$ cat config.mk
export PLATFORM = sky130hd
export DESIGN_NAME = rx_desc_filler
export DESIGN_NICKNAME = d
export VERILOG_FILES = /design/src/rtl/rdf_pkg.sv /design/src/rtl/rdf_ring_ptr.sv /design/src/rtl/rdf_ctrl.sv /design/src/rtl/rdf_write_port.sv /design/src/rtl/rx_desc_filler.sv
export SDC_FILE = /design/constraint.sdc
export NUM_CORES = 1
export LEC_CHECK = 0
export BUFFER_PORTS_ARGS = -buffer_cell sky130_fd_sc_hd__buf_4
export CORE_UTILIZATION = 47
export DETAILED_ROUTE_END_ITERATION = 8
export PLACE_DENSITY_LB_ADDON = 0.3
export RECOVER_POWER = 25
export SKIP_CTS_REPAIR_TIMING = 1
export SLEW_MARGIN = 20
export SYNTH_ARGS = -nofsm -noshare
export SYNTH_HDL_FRONTEND = slang
export SYNTH_SLANG_ARGS = --single-unit
$ cat constraint.sdc
create_clock -name clk -period 3.54 [get_ports clk]
set_input_delay 0.354 -clock clk [delete_from_list [all_inputs] [get_ports clk]]
set_output_delay 0.354 -clock clk [all_outputs]
set_load 0.1 [all_outputs]
$ cat src/rtl/rdf_pkg.sv
package rdf_pkg;

    localparam int unsigned HDR_BYTES   = 10;
    localparam int unsigned CRC_BYTES   = 4;
    localparam int unsigned MIN_DATA    = 60;
    localparam int unsigned DESC_STRIDE = 8;
    localparam int unsigned CNT_W       = 7;
    localparam int unsigned HDR_W       = 4;

    typedef enum logic [2:0] {
        ST_IDLE,
        ST_HDR,
        ST_DATA,
        ST_PAD,
        ST_DROP
    } fill_state_e;

    typedef struct packed {
        logic emit;   // one byte written this cycle
        logic close;  // current buffer ends with this byte
        logic last;   // this byte ends the frame
    } fill_step_t;

    // zero bytes that follow n data bytes: short-frame fill plus CRC room
    function automatic logic [CNT_W-1:0] tail_bytes(input logic [CNT_W-1:0] n);
        if (n >= CNT_W'(MIN_DATA))
            return CNT_W'(CRC_BYTES);
        return CNT_W'(MIN_DATA) - n + CNT_W'(CRC_BYTES);
    endfunction

endpackage

$ cat src/rtl/rdf_ring_ptr.sv
module rdf_ring_ptr
    import rdf_pkg::*;
#(
    parameter int unsigned ADDR_W = 32
) (
    input  logic              clk,
    input  logic              rst,
    input  logic [ADDR_W-1:0] base,
    input  logic              advance,
    input  logic              wrap,
    output logic [ADDR_W-1:0] ptr
);
    logic [ADDR_W-1:0] base_al;

    assign base_al = {base[ADDR_W-1:3], 3'b000};

    always_ff @(posedge clk) begin
        if (rst)
            ptr <= base_al;
        else if (advance)
            ptr <= wrap ? base_al : ptr + ADDR_W'(DESC_STRIDE);
    end
endmodule

$ cat src/rtl/rdf_ctrl.sv
module rdf_ctrl
    import rdf_pkg::*;
#(
    parameter int unsigned LEN_W = 16,
    parameter int unsigned PD_W  = 2
) (
    input  logic             clk,
    input  logic             rst,
    input  logic [PD_W-1:0]  cfg_parse_depth,
    input  logic [LEN_W-1:0] cfg_max_len,
    input  logic             in_valid,
    input  logic             in_last,
    input  logic             desc_empty,
    output logic             in_ready,
    output logic             data_sel,
    output logic             busy,
    output fill_step_t       step,
    output logic [LEN_W-1:0] buf_off
);
    fill_state_e      state_q;
    logic [LEN_W-1:0] len_q;
    logic [HDR_W-1:0] hdr_q;
    logic [CNT_W-1:0] pad_q;
    logic [CNT_W-1:0] cnt_q;

    logic             open_ok;
    logic             want;
    logic             more;
    logic [LEN_W-1:0] len_nx;
    logic [CNT_W-1:0] cnt_nx;

    always_comb begin
        open_ok   = (len_q != '0) || desc_empty;
        want      = (state_q == ST_HDR) || (state_q == ST_PAD)
                  || ((state_q == ST_DATA) && in_valid);
        more      = (state_q != ST_PAD) || (pad_q > CNT_W'(1));
        len_nx    = len_q + LEN_W'(1);
        cnt_nx    = (cnt_q >= CNT_W'(MIN_DATA)) ? cnt_q : cnt_q + CNT_W'(1);
        step.emit  = want && open_ok;
        step.close = step.emit && ((len_nx >= cfg_max_len) || !more);
        step.last  = step.emit && !more;
        busy      = want && !open_ok;
        in_ready  = ((state_q == ST_DATA) && open_ok) || (state_q == ST_DROP);
        data_sel  = (state_q == ST_DATA);
        buf_off   = len_q;
    end

    always_ff @(posedge clk) begin
        if (rst) begin
            state_q <= ST_IDLE;
            len_q   <= '0;
            hdr_q   <= '0;
            pad_q   <= '0;
            cnt_q   <= '0;
        end else begin
            if (step.emit)
                len_q <= step.close ? '0 : len_nx;
            unique case (state_q)
                ST_IDLE: begin
                    if (in_valid) begin
                        cnt_q   <= '0;
                        hdr_q   <= HDR_W'(HDR_BYTES);
                        state_q <= (cfg_parse_depth != '0) ? ST_HDR : ST_DATA;
                    end
                end
                ST_HDR: begin
                    if (busy)
                        state_q <= ST_DROP;
                    else if (step.emit) begin
                        hdr_q <= hdr_q - HDR_W'(1);
                        if (hdr_q == HDR_W'(1))
                            state_q <= ST_DATA;
                    end
                end
                ST_DATA: begin
                    if (busy)
                        state_q <= ST_DROP;
                    else if (step.emit) begin
                        cnt_q <= cnt_nx;
                        if (in_last) begin
                            pad_q   <= tail_bytes(cnt_nx);
                            state_q <= ST_PAD;
                        end
                    end
                end
                ST_PAD: begin
                    if (busy)
                        state_q <= ST_IDLE;
                    else if (step.emit) begin
                        pad_q <= pad_q - CNT_W'(1);
                        if (pad_q == CNT_W'(1))
                            state_q <= ST_IDLE;
                    end
                end
                ST_DROP: begin
                    if (in_valid && in_last)
                        state_q <= ST_IDLE;
                end
                default: state_q <= ST_IDLE;
            endcase
        end
    end
endmodule

$ cat src/rtl/rdf_write_port.sv
module rdf_write_port
    import rdf_pkg::*;
#(
    parameter int unsigned ADDR_W = 32,
    parameter int unsigned LEN_W  = 16
) (
    input  fill_step_t        step,
    input  logic              data_sel,
    input  logic [7:0]        in_data,
    input  logic [ADDR_W-1:0] desc_buf,
    input  logic [ADDR_W-1:0] desc_addr,
    input  logic [LEN_W-1:0]  buf_off,
    output logic              wr_valid,
    output logic [ADDR_W-1:0] wr_addr,
    output logic [7:0]        wr_data,
    output logic              upd_valid,
    output logic [ADDR_W-1:0] upd_addr,
    output logic [LEN_W-1:0]  upd_len,
    output logic              upd_last,
    output logic              upd_empty
);
    logic [ADDR_W-1:0] off_ext;

    always_comb begin
        off_ext   = ADDR_W'(buf_off);
        wr_valid  = step.emit;
        wr_addr   = desc_buf + off_ext;
        wr_data   = data_sel ? in_data : 8'h00;
        upd_valid = step.close;
        upd_addr  = desc_addr;
        upd_len   = buf_off + LEN_W'(1);
        upd_last  = step.last;
        upd_empty = (upd_len == '0);
    end
endmodule

$ cat src/rtl/rx_desc_filler.sv
module rx_desc_filler
    import rdf_pkg::*;
#(
    parameter int unsigned ADDR_W = 32,
    parameter int unsigned LEN_W  = 16,
    parameter int unsigned PD_W   = 2
) (
    input  logic              clk,
    input  logic              rst,
    input  logic [PD_W-1:0]   cfg_parse_depth,
    input  logic [LEN_W-1:0]  cfg_max_len,
    input  logic [ADDR_W-1:0] cfg_ring_base,
    input  logic              in_valid,
    input  logic [7:0]        in_data,
    input  logic              in_last,
    output logic              in_ready,
    output logic [ADDR_W-1:0] desc_addr,
    input  logic              desc_empty,
    input  logic              desc_wrap,
    input  logic [ADDR_W-1:0] desc_buf,
    output logic              wr_valid,
    output logic [ADDR_W-1:0] wr_addr,
    output logic [7:0]        wr_data,
    output logic              upd_valid,
    output logic [ADDR_W-1:0] upd_addr,
    output logic [LEN_W-1:0]  upd_len,
    output logic              upd_last,
    output logic              upd_empty,
    output logic              busy
);
    fill_step_t       step;
    logic             data_sel;
    logic [LEN_W-1:0] buf_off;

    rdf_ctrl #(.LEN_W(LEN_W), .PD_W(PD_W)) u_ctrl (
        .clk             (clk),
        .rst             (rst),
        .cfg_parse_depth (cfg_parse_depth),
        .cfg_max_len     (cfg_max_len),
        .in_valid        (in_valid),
        .in_last         (in_last),
        .desc_empty      (desc_empty),
        .in_ready        (in_ready),
        .data_sel        (data_sel),
        .busy            (busy),
        .step            (step),
        .buf_off         (buf_off)
    );

    rdf_ring_ptr #(.ADDR_W(ADDR_W)) u_ptr (
        .clk     (clk),
        .rst     (rst),
        .base    (cfg_ring_base),
        .advance (step.close),
        .wrap    (desc_wrap),
        .ptr     (desc_addr)
    );

    rdf_write_port #(.ADDR_W(ADDR_W), .LEN_W(LEN_W)) u_wport (
        .step      (step),
        .data_sel  (data_sel),
        .in_data   (in_data),
        .desc_buf  (desc_buf),
        .desc_addr (desc_addr),
        .buf_off   (buf_off),
        .wr_valid  (wr_valid),
        .wr_addr   (wr_addr),
        .wr_data   (wr_data),
        .upd_valid (upd_valid),
        .upd_addr  (upd_addr),
        .upd_len   (upd_len),
        .upd_last  (upd_last),
        .upd_empty (upd_empty)
    );
endmodule

# ---- Word level (Yosys, flattened, before mapping)
# Cells that the tools add are included.
dict set report word_totals {
  regBits 69
  latchBits 0
  output_inout_bits 126
  romBits 0
  n_memories 0
  mem_bits_rw 0
  in_bits 96
}
dict set report classes {
  shift 0
  reduce_logical 27
  add_sub_neg 8
  n_mul 0
  eq_ne 22
  n_div 0
  n_mux 41
  n_lt_le_gt_ge 4
  bitwise 0
}
# cell count
set ops {}
lappend ops {{32-bit 2-to-1 mux} 3}
lappend ops {{7-bit 2-to-1 mux} 11}
lappend ops {{3-bit 2-to-1 mux} 11}
lappend ops {{32-bit by 16-bit adder with 32-bit output} 1}
lappend ops {{32-bit by 4-bit adder with 32-bit output (second input constant)} 1}
lappend ops {{7-bit one-hot mux with 2 select lines} 2}
lappend ops {{2-bit != test (second input constant)} 9}
lappend ops {{3-bit != test (second input constant)} 6}
lappend ops {{16-bit by 1-bit adder with 16-bit output (second input constant)} 1}
lappend ops {{16-bit greater-or-equal comparator} 1}
lappend ops {{16-bit zero test} 1}
lappend ops {{16-bit 2-to-1 mux} 1}
lappend ops {{16-bit nonzero test} 1}
lappend ops {{3-bit one-hot mux with 5 select lines} 1}
lappend ops {{7-bit by 6-bit greater-or-equal comparator with 1-bit output (second input constant)} 2}
lappend ops {{4-bit 2-to-1 mux} 3}
lappend ops {{2-bit nonzero test} 5}
lappend ops {{8-bit 2-to-1 mux} 1}
lappend ops {{4-bit one-hot mux with 2 select lines} 1}
lappend ops {{4-bit AND reduction} 2}
lappend ops {{8-bit AND reduction} 1}
lappend ops {{7-bit by 1-bit adder with 7-bit output (second input constant)} 1}
lappend ops {{7-bit by 3-bit adder with 7-bit output (second input constant)} 1}
lappend ops {{7-bit by 1-bit equality test with 1-bit output (second input constant)} 1}
lappend ops {{other kinds (16)} 34}

# ---- Logic depth before layout (Yosys ltp)
# Gate-level depths: netlist of the first run.
dict set report depth {
  ltp_word 14
  ltp_mapped 15
  mapped_depth_nobuf 13
}

# ---- Cells and area by module
# Synthesis of the first run repeated with hierarchy kept, for this count alone.
dict set report hier_totals {
  hier_cells 913
  area_unflattened_um2 7075.5
}
# module area_per_inst_um2 instances cells_each
set by_module_without_submodules {}
lappend by_module_without_submodules {rdf_ctrl 2857.7 1 378}
lappend by_module_without_submodules {rdf_write_port 2148.3 1 317}
lappend by_module_without_submodules {rdf_ring_ptr 2069.5 1 218}

# ---- Worst setup path after synthesis of the first run
# Ideal clock, no wire load.
dict set report synth_path {
  path_type {register to register}
  from {register, netlist name u_ctrl.buf_off[0]}
  to {register u_ptr.ptr[5] (data pin)}
  stages_incl_launch_ff 13
  t_required_ns 3.282
  path_slack_ns -2.087
  setup_time_ns 0.258
  path_buffers 0
  synth_period_minus_slack_ns 5.627
  arrival_time_ns 5.369
  cell_sequence {dfxtp_1 > ha_1 > nand3_1 > nor4_1 > nand2_1 > xnor2_1 > ha_1 > o21ai_0 > nor2_1 > a211oi_2 > o311ai_1 > and2_1 > a22o_1}
}
# item line_no
set synth_rtl {}
lappend synth_rtl {{end signal: assignment} rdf_ring_ptr.sv:19} ;# ptr <= base_al;
lappend synth_rtl {{end signal: assignment} rdf_ring_ptr.sv:21} ;# ptr <= wrap ? base_al : ptr + ADDR_W'(DESC_STRIDE);
lappend synth_rtl {{end: declaration} rdf_ring_ptr.sv:11} ;# output logic [ADDR_W-1:0] ptr

# ---- Worst setup path after layout of the first run
dict set report layout_path {
  from {register u_ctrl.len_q[1], in the netlist u_ctrl.buf_off[1]}
  to {output upd_valid}
}
dict set report layout_via {
  elab_chain_cells 4
  word_cells_on_any_way 7
  classes_between {1 x add/sub; 1 x order compare; 5 x reduce/logical}
}
# item line_no
set layout_rtl {}
lappend layout_rtl {{start: declaration} rdf_ctrl.sv:21} ;# logic [LEN_W-1:0] len_q;
lappend layout_rtl {{start signal: assignment} rdf_ctrl.sv:57} ;# len_q <= step.close ? '0 : len_nx;
lappend layout_rtl {{16-bit by 1-bit adder with 16-bit output or 16-bit nonzero test (tied branches)} {rdf_ctrl.sv:37, rdf_ctrl.sv:33}}
lappend layout_rtl {{16-bit greater-or-equal comparator or 1-bit logical OR (tied branches)} {rdf_ctrl.sv:40, rdf_ctrl.sv:33}}
lappend layout_rtl {{1-bit logical OR or 1-bit logical AND (tied branches)} {rdf_ctrl.sv:40, rdf_ctrl.sv:39}}
lappend layout_rtl {{1-bit logical AND (*)} rdf_ctrl.sv:40} ;# step.close = step.emit && ((len_nx >= cfg_max_len) || !more);
lappend layout_rtl {{end: declaration} rx_desc_filler.sv:24} ;# output logic upd_valid,
# Every way passes the cells marked *; elsewhere a longest branch is shown, timed or not.

==> impl_metrics.yaml, run 1 <==
outcome:
  status: "complete, no violations"
synth:
  syn-num-nets: 906
  syn_area_mm2: 0.00626
  synth-seq-cells: 69
  synth_cells: 766
  synth_area_per_cell_um2: 8.17
  synth-main-ff-cell: "dfxtp_1"
  netlist.area_leader.share: 0.139
  synthTopCellsByArea: "edfxtp_1, dfxtp_1, ha_1"
  synth_cell_types: 73
  synth-edff-count: 29
  yosysWarnings: 0
  synth_async_sr_flop_share: 0
  yosysTopAreaCell: "edfxtp_1"
  ys_seq_area_frac: 0.267
cells_and_area:
  drive_gt1_frac: 0.304
  layout.nets: 1101
  layoutNonFillerInstCount: 1138
  fillers: 1148
  antenna-diode-count: 0
  regArea_mm2: 0.00168
  multi_input_area_mm2: 0.00457
  final_core_util: 0.671
  area_delta_synth_final_pct: 37.6
critical_path:
  reg2reg_depth: 14
  rr_startpoint: "u_ctrl.buf_off[1]"
  end_kind: "output port"
  cp.required_ns: 3.19
  crit_type: "register to output port"
  r2r-end: "u_ptr.ptr[17]"
  r2r_slack_ns: 0.14
  worstSetupStartpointType: "register"
  critPathMaxStageDelay_ns: 0.43
  crit_arrival_ns: 3.15
  crit_fanout: 7
  critPathSlowestCell: "nor4_4"
  crit_chain: "ha_4 -> nand3_4 -> nor4_4 -> and2_4 -> xor2_4 -> ha_4 -> nand2_1 -> nor2_2 -> nand2_2 -> o311ai_4 -> and2_4 -> buf_12"
clock_network:
  cts_buffer_depth: 2
  h-tree-depth: 3
  cts-root-buf: "clkbuf_16"
  cts_tree: "built"
  clk_pin_slew_worst_paths_ns: 0.05
  clock_latency_ns: 0.34
  numClockSinks: 69
  cts_buffers: 9
min_path:
  hp-class: "primary input to register"
  min-delay-start: "cfg_ring_base[12]"
  min_to: "u_ptr.ptr[12]"
  hold_depth: 2
die:
  placeableCoreArea_mm2: 0.0128
  num_rows: 41
  die_width_um: 117
  initial_core_util: 0.488
  boundaryPins: 222
  die-area_mm2: 0.0138
  fp.dieH_um: 117
place:
  place_hpwl_um: 13900
  port_buffers: 218
  gp_congestion: 0.892
  dpl.cell_count: 1116
pwr:
  p_comb_frac: 0.520
  p_int_mw: 1.97
  leakage_nw: 3.71
  seq_power_share: 0.259
  p_per_area_mw_per_mm2: 461
  clkPwrFrac: 0.222
  p_sw_frac: 0.503
  finalPower_mw: 3.97
  ir_drop_mv: 0.296
  p_sw_mw: 2.00
global_routing:
  grt_max_degree: 28
  first_global_vias: 5818
  grt_pass1_wl_um: 28900
  grt_antenna_before_repair: 0
  grtUsageTotal: 0.259
  grt_overflow_total: 0
route:
  drt-total-wl_um: 18100
  ant_nets: 0
  wl_per_cell_um: 15.9
  vias: 6322
  dr.pass1.iters: 5
  drc: 0
  drt_iter0_drc: 534
  via_per_inst: 5.56
flow_run:
  cap_violations: 0
sta:
  max_slew_margin: 0.173
  skew_ns: 0.00389
  setup_viol: 0
  maxClockFrequency_ghz: 0.286
  hold_viol_final: 0
  worst_pin_slew_ns: 1.25
  period_share: 0.989
  finalMaxSlewViolations: 0
  fin_crit_ns: 3.50
  rsz0062_at_grt: "true"
  fin_setup_tns_ns: 0
## per-stage QoR
step / hold slack [ns] / cell area, um^2 / worst slack [ns]
CTS: 0.286 / 8690 / -0.269
detailed placement: 0.448 / 8410 / -0.0666
floorplan: 0.462 / 6820 / -0.257
global placement: 0.433 / 8410 / 0.0319
global route: 0.296 / 8610 / -0.0897
finish: 0.296 / 8610 / 0.0391
## layout make-up
cell class | count | share of cell area
repair buffers | 248 | 0.196
flip-flops and latches | 69 | 0.196
clock buffers | 10 | 0.0266
inverters | 45 | 0.0196
well taps | 172 | 0.0250
multi-input cells | 588 | 0.531
clock inverters | 6 | 0.00625
## placed cells by master (no fill, tap or decap), types with 6 or more instances in the layout
cell / n
buf_4: 189
nor2_1: 84
clkbuf_1: 56
nand2_1: 49
inv_1: 44
a21oi_1: 39
ha_1: 37
dfxtp_1: 34
xnor2_1: 33
edfxtp_1: 29
nand3_1: 28
xor2_1: 23
a22o_1: 23
o21ai_0: 22
and3_1: 21
xnor2_2: 16
nor3_1: 15
nand4_1: 15
a211oi_1: 11
clkbuf_16: 9
xor2_2: 8
nand2b_1: 7
o211ai_1: 7
nor4_1: 7
xnor2_4: 6
nor2b_1: 6
## kinds of logic after synthesis
logic type,after synthesis,synth area share
AND/OR/NAND/NOR,276,0.221
adder cells (fa/ha/maj),44,0.0892
multiplexers,7,0.0118
AO/OA/AOI/OAI,172,0.193
flip-flops,69,0.267
buffers and inverters,109,0.0938
XOR/XNOR,89,0.125
## state kept, by name (all words and copies together), names as in the netlist
signal and cells:
u_ctrl.buf_off 16, u_ctrl.cnt_q 7, u_ctrl.hdr_q 4, u_ctrl.pad_q 7, u_ctrl.state_q 3, u_ptr.ptr 32
## how the worst max path moves through the flow
stage | start | end | slack, ns | depth (start not counted)
global placement | u_ctrl.buf_off[0] | u_ptr.ptr[15] | 0.03 | 13
finish | u_ctrl.buf_off[1] | upd_valid | 0.04 | 12
CTS | u_ctrl.buf_off[0] | upd_valid | -0.27 | 12
floorplan | u_ctrl.buf_off[2] | u_ptr.ptr[26] | -0.26 | 15
detailed placement | u_ctrl.buf_off[0] | u_ptr.ptr[17] | -0.07 | 13
global route | u_ctrl.buf_off[1] | upd_valid | -0.09 | 13
## per-layer routing
layer | wire, um | GRT usage | up-vias
li1 | - | - | 3112
met1 | 7950 | 0.340 | 2932
met2 | 8510 | 0.428 | 249
met3 | 1240 | 0.0530 | 29
met4 | 362 | 0.0763 | 0
met5 | 0 | 0 | -
## critical path: cells and delay by family, from the launching register on
kind	cells	cell delay [ns]
flops	1	0.39
xor+xnor	1	0.09
compound gates	1	0.34
fa+ha+maj	2	0.43
buf+inv	1	0.17
simple gates	7	1.38
## synthesized netlist by cell type (4+ instances only)
library cell,instances
nor2_1,85
xnor2_1,55
nand2_1,51
inv_1,44
a21oi_1,43
ha_1,43
dfxtp_1,40
buf_4,34
xor2_1,34
nand3_1,32
edfxtp_1,29
o21ai_0,27
a22o_1,23
and3_1,22
clkbuf_1,15
nand4_1,15
nor3_1,15
a211oi_1,12
buf_2,10
nor4_1,9
nand2b_1,7
o211ai_1,7
and4_1,6
nor2b_1,6
a31oi_1,5
buf_6,5
o21a_1,5
a22oi_1,4
a311oi_1,4
mux2i_1,4
nor3b_1,4
o2bb2ai_1,4
or2_2,4
or3_1,4
## power groups by stage
stage / registers (mW) / logic (mW) / clock network [mW]
floorplan: 1.19 / 1.47 / 0
global placement: 1.04 / 2.06 / 0
detailed placement: 1.04 / 2.08 / 0
CTS: 1.02 / 2.09 / 0.896
global route: 1.04 / 2.17 / 0.929
finish: 1.03 / 2.06 / 0.880
Power figures use the tool's default switching activity.
==> run 2, diff against run 1 <==
Settings changed: ABC_AREA set to 1, CORE_UTILIZATION 47 to 48.
==> run 2 against run 1 <==
  * Cell count is 34% higher
  * Combinational power is 32% higher
  * Global-route usage is 2.1 points higher
  * Clock-buffer cell count stayed put
  * Sequential power hardly changed
  * Clock skew is 0.0024 ns higher
==> impl_metrics.yaml, run 2 <==
pwr:
  p_sw_frac: 0.548
  p_per_area_mw_per_mm2: 521
  seq_power_share: 0.224
  p_comb_frac: 0.579
  leakage_nw: 4.39
  p_int_mw: 2.12
  clkPwrFrac: 0.197
  ir_drop_mv: 0.466
  p_sw_mw: 2.57
cells_and_area:
  layout_common_cells: "nand2_1, buf_4, inv_1, nor2_1, nand3_1"
  layout.nets: 1471
  final_core_util: 0.623
  largest_register_ffs: 32
  area_delta_synth_final_pct: 26.7
  antenna-diode-count: 0
  regMostFlops: "u_ptr.ptr"
  drive_gt1_frac: 0.187
  final_common_cell: "nand2_1"
  final_cell_area_mm2: 0.00902
  fillers: 1434
place:
  placed_cell_area_mm2: 0.00882
  port_buffers: 218
  gp_congestion: 0.935
  place_hpwl_um: 16600
clock_network:
  cts-root-buf: "clkbuf_16"
  h-tree-depth: 3
  numClockSinks: 69
  clock_latency_ns: 0.34
  cts_tree: "built"
  clk_pin_slew_worst_paths_ns: 0.06
  cts_buffer_depth: 2
  cts_buffers: 9
sta:
  hold_viol_final: 0
  skew_ns: 0.00625
  max_slew_margin: 0.179
  maxClockFrequency_ghz: 0.301
  finalMaxSlewViolations: 0
  worst_pin_slew_ns: 1.24
  fin_crit_ns: 3.32
  setup_viol: 0
  period_share: 0.938
route:
  drt-total-wl_um: 21400
  ant_nets: 0
  vias: 8071
  drt_iter0_drc: 674
  wl_per_cell_um: 14.1
  drc: 0
  dr.pass1.iters: 6
  via_per_inst: 5.31
synth:
  yosysWarnings: 0
  yosysMostFrequentCell: "nand2_1"
  synth-seq-cells: 69
  synth_area_per_cell_um2: 6.24
  syn_area_mm2: 0.00712
  synth-main-ff-cell: "dfxtp_1"
  synth_cell_types: 48
  ys_seq_area_frac: 0.235
  synthTopCellsByArea: "nand2_1, edfxtp_1, dfxtp_1"
  synth_common_cells: "nand2_1, inv_1, nor2_1, nand3_1, a21oi_1"
  synth_async_sr_flop_share: 0
  netlist.area_leader.share: 0.150
  synth-edff-count: 29
  synth_cells: 1140
  syn-num-nets: 1280
  yosysTopAreaCell: "nand2_1"
critical_path:
  cp.required_ns: 3.19
  end_kind: "output port"
  cp-startpoint: "u_ctrl.buf_off[0]"
  endpoint: "upd_valid"
  r2r_slack_ns: 0.39
  rr_startpoint: "u_ctrl.buf_off[0]"
  r2r-end: "u_ptr.ptr[19]"
  crit_fanout: 7
  reg2reg_depth: 16
  worstSetupStartpointType: "register"
  crit_arrival_ns: 2.97
  crit_type: "register to output port"
die:
  die_width_um: 124
  boundaryPins: 222
  initial_core_util: 0.491
  fp.dieH_um: 124
  num_rows: 44
  placeableCoreArea_mm2: 0.0145
  die-area_mm2: 0.0153
global_routing:
  first_global_vias: 7226
  grt_overflow_total: 0
  grt_max_degree: 47
  grt_antenna_before_repair: 0
  grtUsageTotal: 0.280
  grt_pass1_wl_um: 33700
flow_run:
  cap_violations: 0
min_path:
  hp-class: "primary input to register"
  min-delay-start: "cfg_ring_base[28]"
outcome:
  status: "complete, no violations"
## run 2: cell count changes in the layout (fill, tap and decap cells not counted), moves of 19 or more
cell     delta
o21ai_0    +39
a22o_1     -23
nor2_1     +45
a21oi_1    +29
and3_1     -19
nand3_1    +43
inv_1     +114
nand4_1    +25
xnor2_1    -19
nand2_1   +234
## run 2: logic make-up after synthesis
| kind of cell | share of synthesized area |
|---|---|
| and+or+nand+nor | 0.356 |
| buffers and inverters | 0.137 |
| AOI/OAI and AO/OA | 0.133 |
| DFF | 0.235 |
| xor gates and xnor gates | 0.0589 |
| adders and majority gates | 0.0784 |
| muxes | 0.00141 |
## run 2: worst min-delay path by stage
stage                            endpoint  slack [ns]  depth (start not counted)
after floorplan           u_ctrl.hdr_q[3]        0.46                          2
after global placement       u_ptr.ptr[1]        0.47                          2
after detailed placement     u_ptr.ptr[1]        0.47                          2
after CTS                   u_ptr.ptr[25]        0.28                          3
after global routing        u_ptr.ptr[24]        0.30                          3
final                       u_ptr.ptr[28]        0.30                          3
## run 2: metrics by stage
step | setup TNS [ns] | setup WS, ns | total power, mW | hold WS, ns | cells
3_5_place_dp | 0 | 0.226 | 3.77 | 0.473 | 1497
3_3_place_gp | 0 | 0.275 | 3.75 | 0.466 | 1497
2_1_floorplan | -10.03 | -0.415 | 3.20 | 0.462 | 1140
4_1_cts | -0.157 | -0.157 | 4.70 | 0.282 | 1513
5_1_grt | -0.0246 | -0.0246 | 4.94 | 0.303 | 1520
6_report | 0 | 0.219 | 4.70 | 0.297 | 1520
## run 2: power by group through the flow
stage	Clock, mW	Sequential, mW	Combinational (mW)
global placement	0	1.06	2.69
detailed placement	0	1.06	2.71
global route	0.969	1.07	2.90
CTS	0.939	1.05	2.71
finish	0.926	1.05	2.72
floorplan	0	1.21	1.99
## run 2: worst max-delay path, stage by stage, from the launching register on
cell and delay (ns):
dfxtp_4 0.41, clkinvlp_4 0.16, nor2_4 0.13, nand3_2 0.09, nor2_2 0.13, nand2_1 0.10, xor2_2 0.21, clkinvlp_4 0.16
ha_4 0.26, a21oi_1 0.12, o21ai_1 0.07, a21oi_1 0.11, nand4_1 0.20, nand2_4 0.18, clkinvlp_4 0.11, buf_12 0.17
## run 2: layer usage
metal / vias to the layer above / GRT usage / share of wire
met3: 37 / 0.0559 / 0.079
met2: 329 / 0.493 / 0.48
met5: - / 0 / 0
li1: 4083 / - / -
met1: 3622 / 0.340 / 0.42
met4: 0 / 0.0889 / 0.016
## run 2: area by class of cell
cell class	count	area, um^2	area share
flip-flops and latches	69	1680	0.186
well taps	184	230	0.0255
clock inverters	6	62.6	0.00694
inverters	167	638	0.0708
multi-input cells	848	4580	0.508
repair buffers	236	1590	0.176
clock buffers	10	239	0.0265
==> run 3, diff against run 2 <==
Settings changed: CORE_UTILIZATION 48 to 49, SYNTH_HIERARCHICAL set to 1.
==> run 3 against run 2 <==
  * Worst setup slack improved by 0.040 ns
  * Sequential share of layout area fell by 1.6 points
  * Worst hold slack got worse by 0.0043 ns
  * Total power rose by 73%
  * Global-route usage fell by 1.3 points
  * Die area rose by 9.8%
  * Critical endpoint unchanged
==> impl_metrics.yaml, run 3 <==
critical_path:
  worstSetupStartpointType: "register"
  crit_arrival_ns: 2.93
  rr_startpoint: "u_ctrl/buf_off[5]"
  cp-startpoint: "u_ctrl/buf_off[5]"
  critPathSlowestCell: "dfxtp_1"
  crit_chain: "inv_1 -> nor3_2 -> nand2_1 -> xor2_1 -> inv_1 -> ha_1 -> nand2_1 -> nor2_2 -> nand2_1 -> nand2_1 -> nand2_1 -> nand4_1 -> nand2_2 -> inv_1 -> buf_4 -> buf_8"
  cp.required_ns: 3.19
  end_kind: "output port"
  cpMostUsedCell: "nand2_1"
  crit_fanout: 5
  critPathMaxStageDelay_ns: 0.40
  crit_type: "register to output port"
synth:
  synth-seq-cells: 69
  ys_seq_area_frac: 0.209
  syn-num-nets: 1497
  yosysWarnings: 6
  yosys.area_share.simple: 0.421
  synth_cells: 1356
  synth-main-ff-cell: "dfxtp_1"
  yosys.area_share.xor_xnor: 0.0471
  synthTopCellsByArea: "nand2_1, edfxtp_1, inv_1"
  synth_top_family_by_area: "simple AND/OR/NAND/NOR gates"
  synthMuxAreaShare: 0
  synth_common_cells: "nand2_1, inv_1, nor2_1, nand3_1, a21oi_1"
  synth-edff-count: 29
  synth_fa_ha_area_frac: 0.0714
  netlist.area_leader.share: 0.193
  yosysTopAreaCell: "nand2_1"
  syn_area_mm2: 0.00799
  synth_cell_types: 45
  synth-compound-area-share: 0.0936
  synth_area_per_cell_um2: 5.89
  synth_async_sr_flop_share: 0
  yosysMostFrequentCell: "nand2_1"
pwr:
  leakage_nw: 5.19
  p_per_area_mw_per_mm2: 827
  p_sw_frac: 0.642
  clkPwrFrac: 0.110
  seq_power_share: 0.153
  p_comb_frac: 0.737
  p_sw_mw: 5.22
  p_int_mw: 2.91
  finalPower_mw: 8.14
  ir_drop_mv: 0.995
cells_and_area:
  multi_input_area_mm2: 0.00513
  regArea_mm2: 0.00167
  largest_register_ffs: 32
  final_common_cell: "nand2_1"
  layout.nets: 1692
  layoutNonFillerInstCount: 1772
  final_cell_area_mm2: 0.00984
  area_delta_synth_final_pct: 23.1
  drive_gt1_frac: 0.179
  final_core_util: 0.619
  antenna-diode-count: 0
  layout_common_cells: "nand2_1, inv_1, buf_4, nor2_1, nand3_1"
  fillers: 1611
  regMostFlops: "u_ptr/ptr"
die:
  die-area_mm2: 0.0168
  boundaryPins: 222
  num_rows: 46
  fp.dieH_um: 130
  placeableCoreArea_mm2: 0.0159
  initial_core_util: 0.503
  die_width_um: 130
sta:
  finalMaxSlewViolations: 0
  finalWorstSetupSlack_ns: 0.259
  fin_setup_tns_ns: 0
  period_share: 0.927
  setup_viol: 0
  hold_ws_ns: 0.293
  max_slew_margin: 0.184
  fin_crit_ns: 3.28
  maxClockFrequency_ghz: 0.305
  hold_viol_final: 0
  worst_pin_slew_ns: 1.23
  skew_ns: 0.00833
place:
  dpl.cell_count: 1756
  placed_cell_area_mm2: 0.00967
  place_hpwl_um: 18100
  dp_slack_ns: 0.272
  port_buffers: 218
  gp_congestion: 0.913
clock_network:
  cts_buffers: 9
  cts-root-buf: "clkbuf_16"
  numClockSinks: 69
  cts_buffer_depth: 2
  h-tree-depth: 3
  clock_latency_ns: 0.34
  clk_pin_slew_worst_paths_ns: 0.06
  cts_tree: "built"
route:
  drt-total-wl_um: 23000
  dr.pass1.iters: 6
  vias: 9012
  via_per_inst: 5.09
  ant_nets: 0
  drc: 0
  drt_iter0_drc: 769
  wl_per_cell_um: 13.0
min_path:
  hp-class: "primary input to register"
  min-delay-start: "cfg_ring_base[23]"
global_routing:
  grt_pass1_wl_um: 36100
  grt_antenna_before_repair: 0
  grt_max_degree: 34
  grtUsageTotal: 0.268
  first_global_vias: 7933
  grt_overflow_total: 0
outcome:
  status: "complete, no violations"
flow_run:
  cap_violations: 0
==> run 3: changes by cell type in the layout (fill, tap and decap cells not counted), sizes merged, moves of 14 or more <==
cell,delta
inv,+73
nand2,+132
nand4,-19
a21oi,-14
nor2,+54
nand3,+26
==> run 3: layout make-up <==
cell class | instances | share of cell area
Clock buffer | 9 | 0.0229
Multi-Input combinational cell | 998 | 0.522
Inverter | 237 | 0.0909
Timing Repair Buffer | 236 | 0.160
Clock inverter | 7 | 0.00674
Sequential cell | 69 | 0.170
Tap cell | 216 | 0.0275
==> run 3: metal layers <==
metal / vias to the layer above / wire (um) / share of wire / track usage
met2: 377 / 11100 / 0.48 / 0.473
met3: 27 / 1820 / 0.079 / 0.0398
li1: 4615 / - / - / -
met1: 3993 / 9830 / 0.43 / 0.342
met5: - / 0 / 0 / 0
met4: 0 / 243 / 0.011 / 0.0622
==> run 3: cells by family after synthesis <==
logic type | Yosys count
and+or+nand+nor | 772
buffers and inverters | 289
AOI/OAI and AO/OA | 138
xor gates and xnor gates | 43
DFF | 69
adders and majority gates | 45
==> run 3: final timing paths <==
check / to / slack, ns / cells past startpoint
max reg2reg: u_ptr/ptr[13] / 0.31 / 18
min: u_ptr/ptr[23] / 0.29 / 3
max: upd_valid / 0.26 / 16
min reg2reg: u_ptr/ptr[2] / 0.47 / 2
==> run 3: power by group through the flow <==
stage / logic [mW] / registers [mW] / clock network (mW)
detailed placement: 6.00 / 1.26 / 0
floorplan: 4.44 / 1.63 / 0
global route: 6.39 / 1.28 / 0.944
CTS: 6.02 / 1.24 / 0.916
global placement: 5.93 / 1.25 / 0
finish: 6.00 / 1.25 / 0.893
==> run 3: worst max-delay path: cells and delay by family, from the launching register on <==
| family | cells | cell delay (ns) |
|---|---|---|
| buffers and inverters | 5 | 0.63 |
| and+or+nand+nor | 9 | 1.04 |
| adders and majority gates | 1 | 0.30 |
| xor gates and xnor gates | 1 | 0.22 |
| DFF | 1 | 0.40 |
